$ cat src/rtl/usb_tok_pkg.sv
package usb_tok_pkg;
  localparam int PID_W   = 4;
  localparam int ADDR_W  = 7;
  localparam int ENDP_W  = 4;
  localparam int FIELD_W = ADDR_W + ENDP_W;
  localparam int CRC_W   = 5;
  localparam int MAX_LEN = 3;
  localparam int LEN_W   = $clog2(MAX_LEN + 1);
  localparam int IDX_W   = $clog2(MAX_LEN);
  localparam logic [CRC_W-1:0] CRC_POLY = 5'b00101;
  localparam logic [CRC_W-1:0] CRC_SEED = 5'h1f;
  localparam logic [PID_W-1:0] PID_SOF  = 4'b0101;

  typedef logic [7:0] pkt_byte_t;
  typedef pkt_byte_t [MAX_LEN-1:0] pkt_img_t;

  function automatic logic is_handshake(input logic [PID_W-1:0] pid);
    return pid[1:0] == 2'b10;
  endfunction
endpackage

$ cat src/rtl/usb_tok_crc5.sv
module usb_tok_crc5
  import usb_tok_pkg::*;
#(
  parameter int W = FIELD_W
) (
  input  logic [W-1:0]     field_i,
  output logic [CRC_W-1:0] crc_o
);
  logic [CRC_W-1:0] st [W+1];
  assign st[0] = CRC_SEED;

  // one serial step per field bit, LSB first
  for (genvar i = 0; i < W; i++) begin : g_step
    logic fb;
    assign fb        = st[i][CRC_W-1] ^ field_i[i];
    assign st[i+1]   = {st[i][CRC_W-2:0], 1'b0} ^ (fb ? CRC_POLY : '0);
  end

  assign crc_o = st[W];
endmodule

$ cat src/rtl/usb_tok_pack.sv
module usb_tok_pack
  import usb_tok_pkg::*;
(
  input  logic [PID_W-1:0]   pid_i,
  input  logic [ADDR_W-1:0]  addr_i,
  input  logic [ENDP_W-1:0]  endp_i,
  input  logic [FIELD_W-1:0] frame_i,
  output pkt_img_t           img_o,
  output logic [LEN_W-1:0]   len_o
);
  logic [FIELD_W-1:0] field;
  logic [CRC_W-1:0]   crc_raw, crc_inv, crc_wire;

  assign field = (pid_i == PID_SOF) ? frame_i : {endp_i, addr_i};

  usb_tok_crc5 #(.W(FIELD_W)) u_crc (
    .field_i (field),
    .crc_o   (crc_raw)
  );

  assign crc_inv = ~crc_raw;
  // checksum goes out MSB first, bytes go out LSB first
  for (genvar i = 0; i < CRC_W; i++) begin : g_rev
    assign crc_wire[i] = crc_inv[CRC_W-1-i];
  end

  assign img_o[0] = {~pid_i, pid_i};
  assign img_o[1] = field[7:0];
  assign img_o[2] = {crc_wire, field[FIELD_W-1:8]};
  assign len_o    = is_handshake(pid_i) ? LEN_W'(1) : LEN_W'(MAX_LEN);
endmodule

$ cat src/rtl/usb_tok_tx.sv
module usb_tok_tx
  import usb_tok_pkg::*;
(
  input  logic             clk_i,
  input  logic             rst_ni,
  input  logic             req_i,
  input  pkt_img_t         img_i,
  input  logic [LEN_W-1:0] len_i,
  input  logic             tx_ready_i,
  output logic             tx_valid_o,
  output pkt_byte_t        tx_data_o,
  output logic             busy_o
);
  pkt_img_t          img_q;
  logic [LEN_W-1:0]  len_q;
  logic [IDX_W-1:0]  idx_q;
  logic              valid_q;
  logic              last;

  assign last = (LEN_W'(idx_q) == len_q - LEN_W'(1));

  always_ff @(posedge clk_i or negedge rst_ni) begin
    if (!rst_ni) begin
      valid_q <= 1'b0;
      idx_q   <= '0;
      img_q   <= '0;
      len_q   <= '0;
    end else if (!valid_q) begin
      if (req_i) begin
        valid_q <= 1'b1;
        img_q   <= img_i;
        len_q   <= len_i;
        idx_q   <= '0;
      end
    end else if (tx_ready_i) begin
      if (last) valid_q <= 1'b0;
      else      idx_q   <= idx_q + IDX_W'(1);
    end
  end

  always_comb begin
    tx_data_o = img_q[0];
    for (int i = 1; i < MAX_LEN; i++)
      if (idx_q == IDX_W'(i)) tx_data_o = img_q[i];
  end

  assign tx_valid_o = valid_q;
  assign busy_o     = valid_q;

  AST_STALL_HOLD: assert property (@(posedge clk_i) disable iff (!rst_ni)
    tx_valid_o && !tx_ready_i |=> tx_valid_o && $stable(tx_data_o));
  AST_START_PID: assert property (@(posedge clk_i) disable iff (!rst_ni)
    req_i && !busy_o |=> tx_valid_o && (tx_data_o[7:4] == ~tx_data_o[3:0]));
  AST_DROP_AFTER_LAST: assert property (@(posedge clk_i) disable iff (!rst_ni)
    tx_valid_o && tx_ready_i && last |=> !tx_valid_o);
  AST_BUSY_IGNORE: assert property (@(posedge clk_i) disable iff (!rst_ni)
    busy_o && req_i |=> $stable(img_q) && $stable(len_q));
  AST_LEN_RANGE: assert property (@(posedge clk_i) disable iff (!rst_ni)
    tx_valid_o |-> (LEN_W'(idx_q) < len_q) && (len_q == LEN_W'(1) || len_q == LEN_W'(MAX_LEN)));
endmodule

$ cat src/rtl/usb_tok_enc.sv
module usb_tok_enc
  import usb_tok_pkg::*;
(
  input  logic        clk_i,
  input  logic        rst_ni,
  input  logic        req_i,
  input  logic [3:0]  pid_i,
  input  logic [6:0]  addr_i,
  input  logic [3:0]  endp_i,
  input  logic [10:0] frame_i,
  input  logic        tx_ready_i,
  output logic        tx_valid_o,
  output logic [7:0]  tx_data_o,
  output logic        busy_o
);
  pkt_img_t         img;
  logic [LEN_W-1:0] len;

  usb_tok_pack u_pack (
    .pid_i   (pid_i),
    .addr_i  (addr_i),
    .endp_i  (endp_i),
    .frame_i (frame_i),
    .img_o   (img),
    .len_o   (len)
  );

  usb_tok_tx u_tx (
    .clk_i      (clk_i),
    .rst_ni     (rst_ni),
    .req_i      (req_i),
    .img_i      (img),
    .len_i      (len),
    .tx_ready_i (tx_ready_i),
    .tx_valid_o (tx_valid_o),
    .tx_data_o  (tx_data_o),
    .busy_o     (busy_o)
  );

  AST_RESET_IDLE: assert property (@(posedge clk_i)
    !rst_ni |=> !tx_valid_o && !busy_o);
endmodule

$ cat config.mk
export PLATFORM = sky130hd
export DESIGN_NAME = usb_tok_enc
export DESIGN_NICKNAME = d
export VERILOG_FILES = /design/src/rtl/usb_tok_pkg.sv /design/src/rtl/usb_tok_crc5.sv /design/src/rtl/usb_tok_pack.sv /design/src/rtl/usb_tok_tx.sv /design/src/rtl/usb_tok_enc.sv
export SDC_FILE = /design/constraint.sdc
export NUM_CORES = 1
export LEC_CHECK = 0
export BUFFER_PORTS_ARGS = -buffer_cell sky130_fd_sc_hd__buf_2
export CORE_AREA = 2 2 61 63
export CTS_BUF_LIST = sky130_fd_sc_hd__clkbuf_8 sky130_fd_sc_hd__clkbuf_16
export CTS_CLUSTER_SIZE = 8
export DETAILED_ROUTE_END_ITERATION = 8
export DIE_AREA = 0 0 63 65
export PLACE_DENSITY_LB_ADDON = 0.08
export SLEW_MARGIN = 20
export SYNTH_ARGS = -nofsm -noshare
export SYNTH_HDL_FRONTEND = slang
export SYNTH_SLANG_ARGS = --single-unit
$ cat constraint.sdc
create_clock -name clk_i -period 4.3 [get_ports clk_i]
set_clock_uncertainty 0.15 [all_clocks]
set_input_delay 0.43 -clock clk_i [delete_from_list [all_inputs] [get_ports clk_i]]
set_output_delay 0.43 -clock clk_i [all_outputs]
set_load 0.02 [all_outputs]
==> flow_metrics.py <==
metrics = {
    "detailed_routing": {
        "wl_mm": 3.81,
        "wl_per_cell_um": 14.3,
        "vias": 1376,
        "ant_nets": 0,
        "dr.pass1.iters": 4,
        "drc": 0,
        "via_per_inst": 5.15,
        "first_iter_violations": 64,
    },
    "floorplan": {
        "die_w_um": 63,
        "io_pins": 40,
        "die_area_mm2": 0.00410,
        "placementRows": 22,
        "start_util_pct": 51.6,
        "die_y_um": 65,
        "fp.coreArea_mm2": 0.00350,
    },
    "yosys": {
        "syn_avg_cell_area_um2": 9.91,
        "ys_types": 28,
        "ys_ff_latch": 29,
        "seq_area_frac_synth_pct": 40.2,
        "synth_cells": 182,
        "ys_warn_count": 0,
        "syn_nets": 214,
        "synth-main-ff-cell": "dfrtp_1",
        "syn_area_mm2": 0.00180,
        "synth_edf_count": 0,
        "async_flop_share_pct": 100,
    },
    "clock_network": {
        "hold_buffers": 0,
        "clk_latency_ps": 280,
        "clk_path_buf_depth": 2,
        "htree_levels": 2,
        "root_buffer": "clkbuf_8",
        "cts_resized": 0,
        "numClockSinks": 29,
        "cts_tree": "yes",
        "cts_setup_buffers": 0,
        "clkTransAtPathRegs_ps": 50,
        "cts_buffers": 5,
    },
    "pwr": {
        "power.net_switching_w": 0.000531,
        "intPower_w": 0.000786,
        "clock_power_share_pct": 16.5,
        "p_per_area_mw_per_mm2": 622,
        "pwr-share-seq_pct": 37.4,
        "total_leakage_power_nw": 0.982,
        "combPwrFrac_pct": 46.1,
        "power.total_w": 0.00132,
        "p_sw_share_pct": 40.3,
        "ir_worst_vdd_mv": 0.210,
    },
    "critical_path": {
        "critPathSlowestCell": "ha_1",
        "arrival_ps": 1740,
        "r2r-start": "u_tx.busy_o",
        "end_kind": "primary output",
        "r2r_cells": 4,
        "reg2reg_slack_ps": 2310,
        "cp_slowest_stage_delay_ps": 440,
        "regToRegEndpoint": "u_tx.idx_q[0]",
        "cp-start-kind": "flop",
        "path_max_fanout": 8,
        "required_ps": 3720,
        "crit_chain": "inv_1 > ha_1 > mux2i_1 > o21ai_0 > buf_2",
        "path_class": "reg2out",
    },
    "placement": {
        "dp_worst_setup_slack_ps": 1970,
        "dp_hpwl_mm": 2.99,
        "io_buffers": 39,
        "place_area_mm2": 0.00203,
        "place.gp.congestion": 0.801,
    },
    "cells_and_area": {
        "n_antenna_cell": 0,
        "final_layout_size_suffix_gt1_share_pct": 23.7,
        "area_growth_pct": 17.4,
        "final_area_mm2": 0.00212,
        "final_nets": 251,
        "final_common_cell": "buf_2",
        "mostFrequentLayoutCells": "39 x buf_2, 37 x nand2_1, 29 x dfrtp_1",
    },
    "sta": {
        "fin_crit_sh_pct": 53.9,
        "slew_violations": 0,
        "rsz0062_at_grt": "no",
        "setup_violations": 0,
        "fmax_ghz": 0.431,
        "setup-tns-final_ps": 0,
        "hold_viol": 0,
        "slew_headroom_pct": 45.1,
        "setup_ws_ps": 1980,
        "period_needed_ps": 2320,
        "max_slew.worst_pin.slew_ps": 822,
    },
    "global_route": {
        "use_met1_pct": 24.2,
        "use_met3_pct": 6.60,
        "grt_usage_pct": 21.0,
        "top_usage_layer": "met2",
        "grt.overflow.total": 0,
        "gr-usage-met2_pct": 35.8,
        "grt_pass1_vias": 1391,
        "antenna_found_initial": 0,
        "grt_pass1_wl_mm": 6.39,
        "grt_max_degree": 42,
    },
    "outcome": {
        "status": "finished, final reports clean",
    },
    "run": {
        "drv_cap": 0,
    },
    "min_path": {
        "min_path_type": "in2async",
    },
}
final cells by class:
type                       count  area [um^2]
fill                         322         1380
multi-input combinational    139         1030
sequential                    29          726
timing repair buffer          40          203
clock buffer                   6         82.6
tap                           48         60.1
inverter                       4         15.0
clock inverter                 1         3.75
worst max-delay path: cells and delay by family (launching register included):
kind / cells / cell delay (ps)
compound gates: 1 / 190
fa+ha+maj: 1 / 440
buf+inv: 2 / 280
flops: 1 / 430
mux: 1 / 130
sequential cells by signal, summed over array words and instances, names as in the netlist:
register     count
u_tx.len_q       2
u_tx.img_q      24
u_tx.busy_o      1
u_tx.idx_q       2
how the worst max path moves through the flow:
stage	from	end	slack (ps)	depth (start not counted)
6_report	u_tx.idx_q[1]	tx_data_o[5]	1980	5
5_1_grt	u_tx.idx_q[1]	tx_data_o[3]	1820	5
3_3_place_gp	pid_i[0]	u_tx.img_q[19]	2000	6
4_1_cts	u_tx.idx_q[1]	tx_data_o[1]	1960	5
2_1_floorplan	u_tx.idx_q[1]	tx_data_o[0]	2170	5
3_5_place_dp	pid_i[1]	u_tx.img_q[19]	1970	5
cell usage after synthesis (2+ instances only):
master    number  area [um^2]
buf_2          2         10.0
clkbuf_1       6         22.5
xnor2_1       20          175
mux2i_1       22          220
nand2_1       38          143
nor2_1         3         11.3
xnor3_1        6          135
dfrtp_1       29          726
xor2_1         2         17.5
mux2_2         3         33.8
o311ai_0       2         17.5
ha_1           2         25.0
o21ai_0       27          135
nor2b_1        3         18.8
inv_1          4         15.0
metal layers:
layer,share of wire [%],vias to the layer above
li1,-,684
met1,44,633
met2,47,49
met3,6.2,10
met4,2.4,0
met5,0,-
cells by family after synthesis:
kind of cell,share of synthesized area (%)
DFF,40.2
xor gates and xnor gates,19.5
buffers and inverters,3.26
adders and majority gates,1.39
AOI/OAI and AO/OA,10.2
muxes,14.1
and+or+nand+nor,11.4
power groups by stage:
stage | Sequential (W) | Combinational (W) | Clock (W)
after floorplan | 0.000472 | 0.000457 | 0
after global placement | 0.000492 | 0.000601 | 0
after detailed placement | 0.000496 | 0.000615 | 0
after CTS | 0.000493 | 0.000617 | 0.000219
after global routing | 0.000510 | 0.000686 | 0.000236
final | 0.000493 | 0.000607 | 0.000217
metrics by stage:
step,hold slack (ps),utilization [%],cells
5_1_grt,62.8,60.6,267
6_report,13.9,60.6,267
3_5_place_dp,322,58.1,260
4_1_cts,38.3,60.5,267
3_3_place_gp,316,58.1,260
2_1_floorplan,-15.6,-,182
Power figures use the tool's default switching activity.
